## config.mk

```make
export PLATFORM = sky130hd
export DESIGN_NAME = fetch_gate_ctrl
export DESIGN_NICKNAME = d
export VERILOG_FILES = /design/src/rtl/fgc_pkg.sv /design/src/rtl/fgc_event_decode.sv /design/src/rtl/fgc_occupancy_counter.sv /design/src/rtl/fgc_stall_reg.sv /design/src/rtl/fetch_gate_ctrl.sv
export SDC_FILE = /design/constraint.sdc
export NUM_CORES = 1
export LEC_CHECK = 0
export BUFFER_PORTS_ARGS = -buffer_cell sky130_fd_sc_hd__buf_2
export CAP_MARGIN = 20
export CORE_AREA = 3 3 40 42
export CTS_CLUSTER_SIZE = 24
export DETAILED_ROUTE_END_ITERATION = 8
export DIE_AREA = 0 0 43 45
export PLACE_DENSITY = 0.62
export SLEW_MARGIN = 20
export SYNTH_ARGS = -nofsm -noshare
export SYNTH_HDL_FRONTEND = slang
export SYNTH_SLANG_ARGS = --single-unit
```

## constraint.sdc

```tcl
create_clock -name clk -period 2.81 [get_ports clk]
set_clock_uncertainty 0.2 [all_clocks]
set_input_delay 0.1405 -clock clk [delete_from_list [all_inputs] [get_ports clk]]
set_output_delay 0.1405 -clock clk [all_outputs]
set_load 0.01 [all_outputs]
```

## src/rtl/fgc_pkg.sv

```systemverilog
package fgc_pkg;

  // Next occupancy value: clear wins, then a single step with saturation at both ends.
  function automatic int unsigned fgc_next_count(input int unsigned cur,
                                                 input int unsigned maxv,
                                                 input logic up,
                                                 input logic dn,
                                                 input logic clr);
    int unsigned nxt;
    nxt = cur;
    if (clr)
      nxt = 0;
    else if (up && !dn && cur < maxv)
      nxt = cur + 1;
    else if (dn && !up && cur > 0)
      nxt = cur - 1;
    return nxt;
  endfunction

  // Strict comparison against the limit.
  function automatic logic fgc_over_limit(input int unsigned cnt,
                                          input int unsigned lim);
    return cnt > lim;
  endfunction

endpackage

```

## src/rtl/fgc_event_decode.sv

```systemverilog
module fgc_event_decode (
  input  logic clk,
  input  logic rst_n,
  input  logic lc_fetch_i,
  input  logic lc_resolve_i,
  input  logic flush_i,
  output logic ev_up_o,
  output logic ev_dn_o,
  output logic ev_clr_o
);

  // Exactly one action (or none) per cycle; flush has priority.
  assign ev_clr_o = flush_i;
  assign ev_up_o  = lc_fetch_i && !lc_resolve_i && !flush_i;
  assign ev_dn_o  = lc_resolve_i && !lc_fetch_i && !flush_i;

  // decoded actions never overlap.
  assert_one_action_R4: assert property (@(posedge clk) disable iff (!rst_n)
    $onehot0({ev_up_o, ev_dn_o, ev_clr_o}));

  // a flush suppresses both step events.
  assert_flush_priority_R8: assert property (@(posedge clk) disable iff (!rst_n)
    flush_i |-> !(ev_up_o || ev_dn_o));

endmodule

```

## src/rtl/fgc_occupancy_counter.sv

```systemverilog
module fgc_occupancy_counter
  import fgc_pkg::*;
#(
  parameter int CNT_W = 4
) (
  input  logic             clk,
  input  logic             rst_n,
  input  logic             ev_up_i,
  input  logic             ev_dn_i,
  input  logic             ev_clr_i,
  output logic [CNT_W-1:0] count_o
);

  localparam int unsigned MAXV = (1 << CNT_W) - 1;

  logic [CNT_W-1:0] count_q;
  logic [CNT_W-1:0] count_d;

  assign count_d = CNT_W'(fgc_next_count(32'(count_q), MAXV, ev_up_i, ev_dn_i, ev_clr_i));

  always_ff @(posedge clk) begin
    if (!rst_n)
      count_q <= '0;
    else
      count_q <= count_d;
  end

  assign count_o = count_q;

  assert_step_up_R2: assert property (@(posedge clk) disable iff (!rst_n)
    (ev_up_i && count_q != CNT_W'(MAXV)) |=> count_q == $past(count_q) + 1'b1);

  assert_step_down_R3: assert property (@(posedge clk) disable iff (!rst_n)
    (ev_dn_i && count_q != '0) |=> count_q == $past(count_q) - 1'b1);

  assert_hold_R4: assert property (@(posedge clk) disable iff (!rst_n)
    (!ev_up_i && !ev_dn_i && !ev_clr_i) |=> $stable(count_q));

  assert_no_overflow_R6: assert property (@(posedge clk) disable iff (!rst_n)
    (ev_up_i && count_q == CNT_W'(MAXV)) |=> count_q == CNT_W'(MAXV));

  assert_no_underflow_R7: assert property (@(posedge clk) disable iff (!rst_n)
    (ev_dn_i && count_q == '0) |=> count_q == '0);

  assert_flush_clear_R8: assert property (@(posedge clk) disable iff (!rst_n)
    ev_clr_i |=> count_q == '0);

endmodule

```

## src/rtl/fgc_stall_reg.sv

```systemverilog
module fgc_stall_reg
  import fgc_pkg::*;
#(
  parameter int CNT_W = 4
) (
  input  logic             clk,
  input  logic             rst_n,
  input  logic [CNT_W-1:0] count_i,
  input  logic [CNT_W-1:0] limit_i,
  input  logic             clr_i,
  output logic             stall_o
);

  logic over_w;
  logic stall_q;

  assign over_w = fgc_over_limit(32'(count_i), 32'(limit_i));

  always_ff @(posedge clk) begin
    if (!rst_n)
      stall_q <= 1'b0;
    else
      stall_q <= over_w && !clr_i;
  end

  assign stall_o = stall_q;

  // the stall reflects the previous cycle's count against the previous cycle's limit.
  assert_stall_tracks_R5: assert property (@(posedge clk) disable iff (!rst_n)
    !clr_i |=> stall_q == ($past(count_i) > $past(limit_i)));

  // a flush drops the stall on the next edge.
  assert_flush_unstall_R8: assert property (@(posedge clk) disable iff (!rst_n)
    clr_i |=> !stall_q);

  // a zero limit with anything outstanding yields a stall.
  assert_zero_limit_R9: assert property (@(posedge clk) disable iff (!rst_n)
    (!clr_i && limit_i == '0 && count_i != '0) |=> stall_q);

endmodule

```

## src/rtl/fetch_gate_ctrl.sv

```systemverilog
module fetch_gate_ctrl #(
  parameter int CNT_W = 4
) (
  input  logic             clk,
  input  logic             rst_n,
  input  logic             lc_fetch_i,
  input  logic             lc_resolve_i,
  input  logic             flush_i,
  input  logic [CNT_W-1:0] limit_i,
  output logic             stall_o
);

  logic             ev_up;
  logic             ev_dn;
  logic             ev_clr;
  logic [CNT_W-1:0] occ_count;

  fgc_event_decode u_decode (
    .clk          (clk),
    .rst_n        (rst_n),
    .lc_fetch_i   (lc_fetch_i),
    .lc_resolve_i (lc_resolve_i),
    .flush_i      (flush_i),
    .ev_up_o      (ev_up),
    .ev_dn_o      (ev_dn),
    .ev_clr_o     (ev_clr)
  );

  fgc_occupancy_counter #(.CNT_W(CNT_W)) u_count (
    .clk      (clk),
    .rst_n    (rst_n),
    .ev_up_i  (ev_up),
    .ev_dn_i  (ev_dn),
    .ev_clr_i (ev_clr),
    .count_o  (occ_count)
  );

  fgc_stall_reg #(.CNT_W(CNT_W)) u_stall (
    .clk     (clk),
    .rst_n   (rst_n),
    .count_i (occ_count),
    .limit_i (limit_i),
    .clr_i   (ev_clr),
    .stall_o (stall_o)
  );

  // one cycle after reset the stall is low.
  assert_reset_state_R1: assert property (@(posedge clk)
    !rst_n |=> !stall_o);

endmodule

```

==> flow_summary_export.csv, run 1 <==
group,metric,value,unit
global_route,first_global_vias,398,
final_layout,syn2layout_area_growth,24.1,%
sta,maxSlewHeadroom,74.9,%
worst_setup_path,critical_path_required,2730,ps
clocking,cts_tree,"built",
yosys,synth-edff-count,0,
sta,setup_violations,0,
worst_setup_path,worstRegToRegCells,7,
routing,drc_errors,0,
final_layout,insertedDiodeCount,0,
routing,drt_pass1_iterations,1,
yosys,syn-cell-area,435,um2
final_layout,finalCoreUtilization,42.1,%
yosys,synth_area_per_cell,10.1,um2
yosys,synth_seq_area_share,23.0,%
yosys,synthCells,43,
final_layout,drive_above_1_share,31.0,%
min_path,hold_class,"primary input to flop",
yosys,synthArstFlopShare,0,%
yosys,synth_ff_type,"dfxtp_1",
sta,clock.fmax,0.409,GHz
global_route,grt_util_all_layers,11.6,%
die,die_y,45,um
yosys,syn_nets,59,
sta,hold_viol,0,
global_route,grt_pass1_wl,1590,um
die,num_rows,13,
status,status,"completed",
die,die_w,43,um
clocking,cts_max_path_buffers,2,
die,fp.coreArea,1280,um2
clocking,postCtsSetupBuffers,0,
clocking,cts_buffers,3,
clocking,htree_levels,1,
final_layout,fin_area,541,um2
yosys,yosysWarningCount,0,
placed_design,postPlaceCellArea,514,um2
worst_setup_path,critPathMaxFanout,5,
routing,avgRoutedWirePerCell,11.6,um
yosys,yosysTopAreaCellShare,23.0,%
worst_setup_path,arrival,2370,ps
power_and_ir_drop,p_seq_share,35.2,%
min_path,hold-path-endpoint,"u_count.count_o[1]",
placed_design,numPortBuffers,9,
clocking,cts_root_buffer,"clkbuf_4",
clocking,path_clk_slew,50,ps
power_and_ir_drop,p_int,158,uW
power_and_ir_drop,power.share.clock,37.2,%
yosys,synthTopCellsByArea,"dfxtp_1 23%, ha_1 17%, a2111oi_4 6.3%, o41ai_4 6.3%, inv_1 5.2%",
clocking,clk_latency,240,ps
sta,worst_pin_slew,375,ps
worst_setup_path,cp-end-kind,"flop",
routing,drt_iter0_markers,0,
worst_setup_path,worstSetupPathType,"flop to flop",
sta,period_share,87.1,%
worst_setup_path,worst_r2r_startpoint,"u_count.count_o[2]",
worst_setup_path,r2r-end,"u_count.count_o[3]",
global_route,antenna_found_initial,0,
worst_setup_path,reg2reg_setup_slack,360,ps
routing,vias_per_cell,4.95,
clocking,cts_sinks,5,
run,max_cap_violations,0,
placed_design,place_congestion,0.785,
clocking,ctsHoldBuffers,0,
die,die-area,1940,um2
yosys,yosys.area.top_type,"dfxtp_1",
sta,rsz0062_at_grt,"no",
power_and_ir_drop,swShare,28.7,%
routing,vias,361,
global_route,grt-ovfl-total,0,
worst_setup_path,start_kind,"flop",
yosys,synth.distinct_cells,22,
sta,period_needed,2450,ps
power_and_ir_drop,max-vdd-ir-drop,149,uV
die,ioPinCount,10,
sta,setup_tns,0,ps
power_and_ir_drop,p_leak,0.000250,uW
clocking,post_cts_resized,0,
routing,wirelength,848,um
placed_design,dp_hpwl,719,um
global_route,grt_max_degree,7,
sta,hold_slack,88.6,ps
power_and_ir_drop,p_switching,63.7,uW
yosys,ys_seq_elements,5,
sta,slew_violations,0,
min_path,hp-start,"rst_n",
die,start_util,33.9,%
power_and_ir_drop,cellPowerDensity,410,nW/um2
routing,ant_nets,0,
min_path,hold_depth,3,
power_and_ir_drop,combinationalPowerShare,27.6,%
final_layout,final_nets,75,
-- critical path, stage by stage (launching register included) --
cell       delay, ps
dfxtp_1          360
a41o_1           270
or3_1            380
ha_1             310
a21o_1           210
a2111oi_4        370
o21a_1           190
nor3_2            40
-- cell type report --
class / count / area [um2]
Clock buffer: 4 / 26.3
Fill cell: 132 / 744
Inverter: 6 / 22.5
Multi-Input combinational cell: 32 / 313
Sequential cell: 5 / 100
Tap cell: 15 / 18.8
Timing Repair Buffer: 11 / 60.1
-- per-stage QoR --
stage / setup WS [ps] / power (uW) / cells
CTS: 369 / 227 / 73
global placement: 399 / 140 / 69
global route: 250 / 238 / 73
detailed placement: 387 / 141 / 69
floorplan: 416 / 123 / 43
finish: 362 / 222 / 73
-- power by group through the flow --
stage	clock [uW]	combinational (uW)	sequential, uW
floorplan	0	41.6	81.6
global placement	0	60.5	79.3
detailed placement	0	62.0	79.3
CTS	87.1	62.1	78.0
global route	90.2	69.5	78.6
finish	82.5	61.3	78.0
-- synthesized netlist by cell type (2+ instances only) --
master,number
dfxtp_1,5
xnor2_1,2
o21a_1,2
a211oi_1,2
inv_1,6
a21oi_1,2
ha_1,6
nand3_1,2
nor2_1,3
-- cell usage in the layout (no fill, tap or decap) --
cell type / synthesis / layout
buf_2: 0 / 9
inv_1: 6 / 6
ha_1: 6 / 6
dfxtp_1: 5 / 5
nor2_1: 3 / 3
clkbuf_4: 0 / 3
xnor2_1: 2 / 2
a211oi_1: 2 / 2
a21oi_1: 2 / 2
nand3_1: 2 / 2
o21a_1: 2 / 2
buf_4: 0 / 2
a41o_1: 1 / 1
or3_1: 1 / 1
nand2b_1: 1 / 1
o41ai_4: 1 / 1
mux2i_2: 1 / 1
mux2i_1: 1 / 1
o22ai_1: 1 / 1
a41oi_1: 1 / 1
a21o_1: 1 / 1
a2111oi_4: 1 / 1
nor3_1: 1 / 1
nor3_2: 1 / 1
fa_1: 1 / 1
clkbuf_1: 0 / 1
-- metal layers --
| metal | part of all wire, % | wire length [um] | vias to the layer above | GRT usage [%] |
|---|---|---|---|---|
| met1 | 46 | 389 | 158 | 12.9 |
| met4 | 2.8 | 24 | 0 | 12.7 |
| met2 | 45 | 384 | 10 | 18.9 |
| li1 | - | - | 191 | - |
| met3 | 5.9 | 50 | 2 | 0.797 |
| met5 | 0 | 0 | - | 0 |
-- flip-flops by register name, summed over array words and instances (netlist names) --
register,flops
u_stall.stall_o,1
u_count.count_o,4
-- worst max path at each step --
stage	slack, ps	to	start
floorplan	420	u_count.count_o[3]	u_count.count_o[0]
global placement	400	u_count.count_o[3]	u_count.count_o[2]
detailed placement	390	u_count.count_o[3]	u_count.count_o[2]
CTS	370	u_count.count_o[3]	u_count.count_o[2]
global route	250	u_count.count_o[3]	u_count.count_o[2]
finish	360	u_count.count_o[3]	u_count.count_o[2]
-- logic make-up (layout without fill, tap and decap cells) --
| group | Yosys count | count (layout) | share of synthesized area, % |
|---|---|---|---|
| AOI/OAI and AO/OA | 12 | 12 | 29.3 |
| and+or+nand+nor | 9 | 9 | 11.2 |
| adders and majority gates | 7 | 7 | 21.8 |
| buffers and inverters | 6 | 21 | 5.17 |
| DFF | 5 | 5 | 23.0 |
| xor gates and xnor gates | 2 | 2 | 4.02 |
| muxes | 2 | 2 | 5.46 |
Power figures use the tool's default switching activity.
==> run 2: changes to the inputs <==
CORE_AREA = 5 5 42 44   (was 3 3 40 42)
DIE_AREA = 0 0 47 49   (was 0 0 43 45)
==> flow_summary_export.csv, run 2 (same netlist as run 1, synthesis figures left out) <==
group,metric,value,unit
status,status,"completed",
global_route,grt-ovfl-total,0,
sta,setup_tns,0,ps
placed_design,numPortBuffers,9,
global_route,first_global_vias,352,
sta,period_needed,2460,ps
die,die-area,2300,um2
routing,wirelength,861,um
min_path,hold-path-endpoint,"u_count.count_o[0]",
worst_setup_path,r2r-end,"u_count.count_o[3]",
sta,setup_violations,0,
global_route,antenna_found_initial,0,
die,die_w,47,um
placed_design,postPlaceCellArea,515,um2
clocking,path_clk_slew,50,ps
clocking,htree_levels,1,
placed_design,place_congestion,0.823,
final_layout,syn2layout_area_growth,24.4,%
sta,hold_slack,67.4,ps
power_and_ir_drop,max-vdd-ir-drop,244,uV
min_path,hold_depth,3,
worst_setup_path,critPathMaxFanout,5,
die,ioPinCount,10,
global_route,grt_pass1_wl,1420,um
run,max_cap_violations,0,
clocking,postCtsSetupBuffers,0,
global_route,grt_util_all_layers,8.89,%
sta,period_share,87.7,%
routing,vias,368,
clocking,cts_tree,"built",
die,num_rows,14,
min_path,hp-start,"rst_n",
final_layout,insertedDiodeCount,0,
final_layout,drive_above_1_share,31.0,%
sta,rsz0062_at_grt,"no",
min_path,hold_class,"primary input to flop",
die,fp.coreArea,1400,um2
clocking,ctsHoldBuffers,0,
worst_setup_path,worst_r2r_startpoint,"u_count.count_o[2]",
worst_setup_path,reg2reg_setup_slack,350,ps
sta,clock.fmax,0.406,GHz
clocking,cts_buffers,3,
clocking,cts_sinks,5,
worst_setup_path,critical_path_required,2750,ps
die,die_y,49,um
routing,avgRoutedWirePerCell,11.6,um
clocking,cts_max_path_buffers,2,
worst_setup_path,arrival,2400,ps
worst_setup_path,start_kind,"flop",
clocking,clk_latency,250,ps
global_route,grt_max_degree,7,
final_layout,largest_reg_flops,4,
routing,drt_pass1_iterations,2,
routing,vias_per_cell,4.97,
die,start_util,31.1,%
routing,drt_iter0_markers,1,
placed_design,dp_hpwl,717,um
power_and_ir_drop,p_leak,0.000250,uW
final_layout,fin_area,542,um2
routing,ant_nets,0,
power_and_ir_drop,cellPowerDensity,416,nW/um2
sta,hold_viol,0,
final_layout,final_cell_mix,"9 x buf_2, 6 x inv_1, 6 x ha_1",
final_layout,final_nets,75,
worst_setup_path,worstSetupPathType,"flop to flop",
clocking,cts_root_buffer,"clkbuf_4",
worst_setup_path,cp-end-kind,"flop",
final_layout,layout_commonest_cell,"buf_2",
clocking,post_cts_resized,0,
sta,worst_pin_slew,366,ps
sta,slew_violations,0,
worst_setup_path,worstRegToRegCells,7,
sta,maxSlewHeadroom,75.5,%
routing,drc_errors,0,
==> run 2: per-layer routing <==
metal	global-route usage, %	wire length, um	vias up
met1	10.4	383	167
met2	11.8	399	9
li1	-	-	190
met5	0	0	-
met3	5.54	65	2
met4	5.53	13	0
==> run 2: how the worst max path moves through the flow <==
| stage | cells past startpoint | startpoint | end | slack (ps) |
|---|---|---|---|---|
| after floorplan | 7 | u_count.count_o[0] | u_count.count_o[3] | 420 |
| after global placement | 7 | u_count.count_o[2] | u_count.count_o[3] | 390 |
| after detailed placement | 7 | u_count.count_o[2] | u_count.count_o[3] | 350 |
| after CTS | 7 | u_count.count_o[2] | u_count.count_o[3] | 350 |
| after global routing | 7 | u_count.count_o[2] | u_count.count_o[3] | 250 |
| final | 7 | u_count.count_o[2] | u_count.count_o[3] | 350 |
==> run 2: metrics by stage <==
stage	total power [uW]	worst slack (ps)	std cells	utilization (%)
floorplan	123	416	43	-
global placement	140	390	70	36.8
detailed placement	141	351	70	36.8
CTS	232	348	74	38.7
global route	244	249	74	38.7
finish	226	346	74	38.7
==> run 2: final cells by class <==
class | instances | area [um2]
fill | 142 | 860
multi-input combinational | 32 | 313
sequential | 5 | 100
timing repair buffer | 11 | 60.1
clock buffer | 4 | 26.3
inverter | 6 | 22.5
tap | 16 | 20.0
==> run 2: critical path, stage by stage (launching register included) <==
cell	delay (ps)
dfxtp_1	370
a41o_1	270
or3_1	380
ha_1	320
a21o_1	210
a2111oi_4	370
o21a_1	190
nor3_2	40
==> run 2: power by group <==
| group | switching (uW) | internal (uW) |
|---|---|---|
| clock | 32.5 | 53.9 |
| combinational | 31.1 | 29.8 |
| sequential | 3.71 | 74.6 |
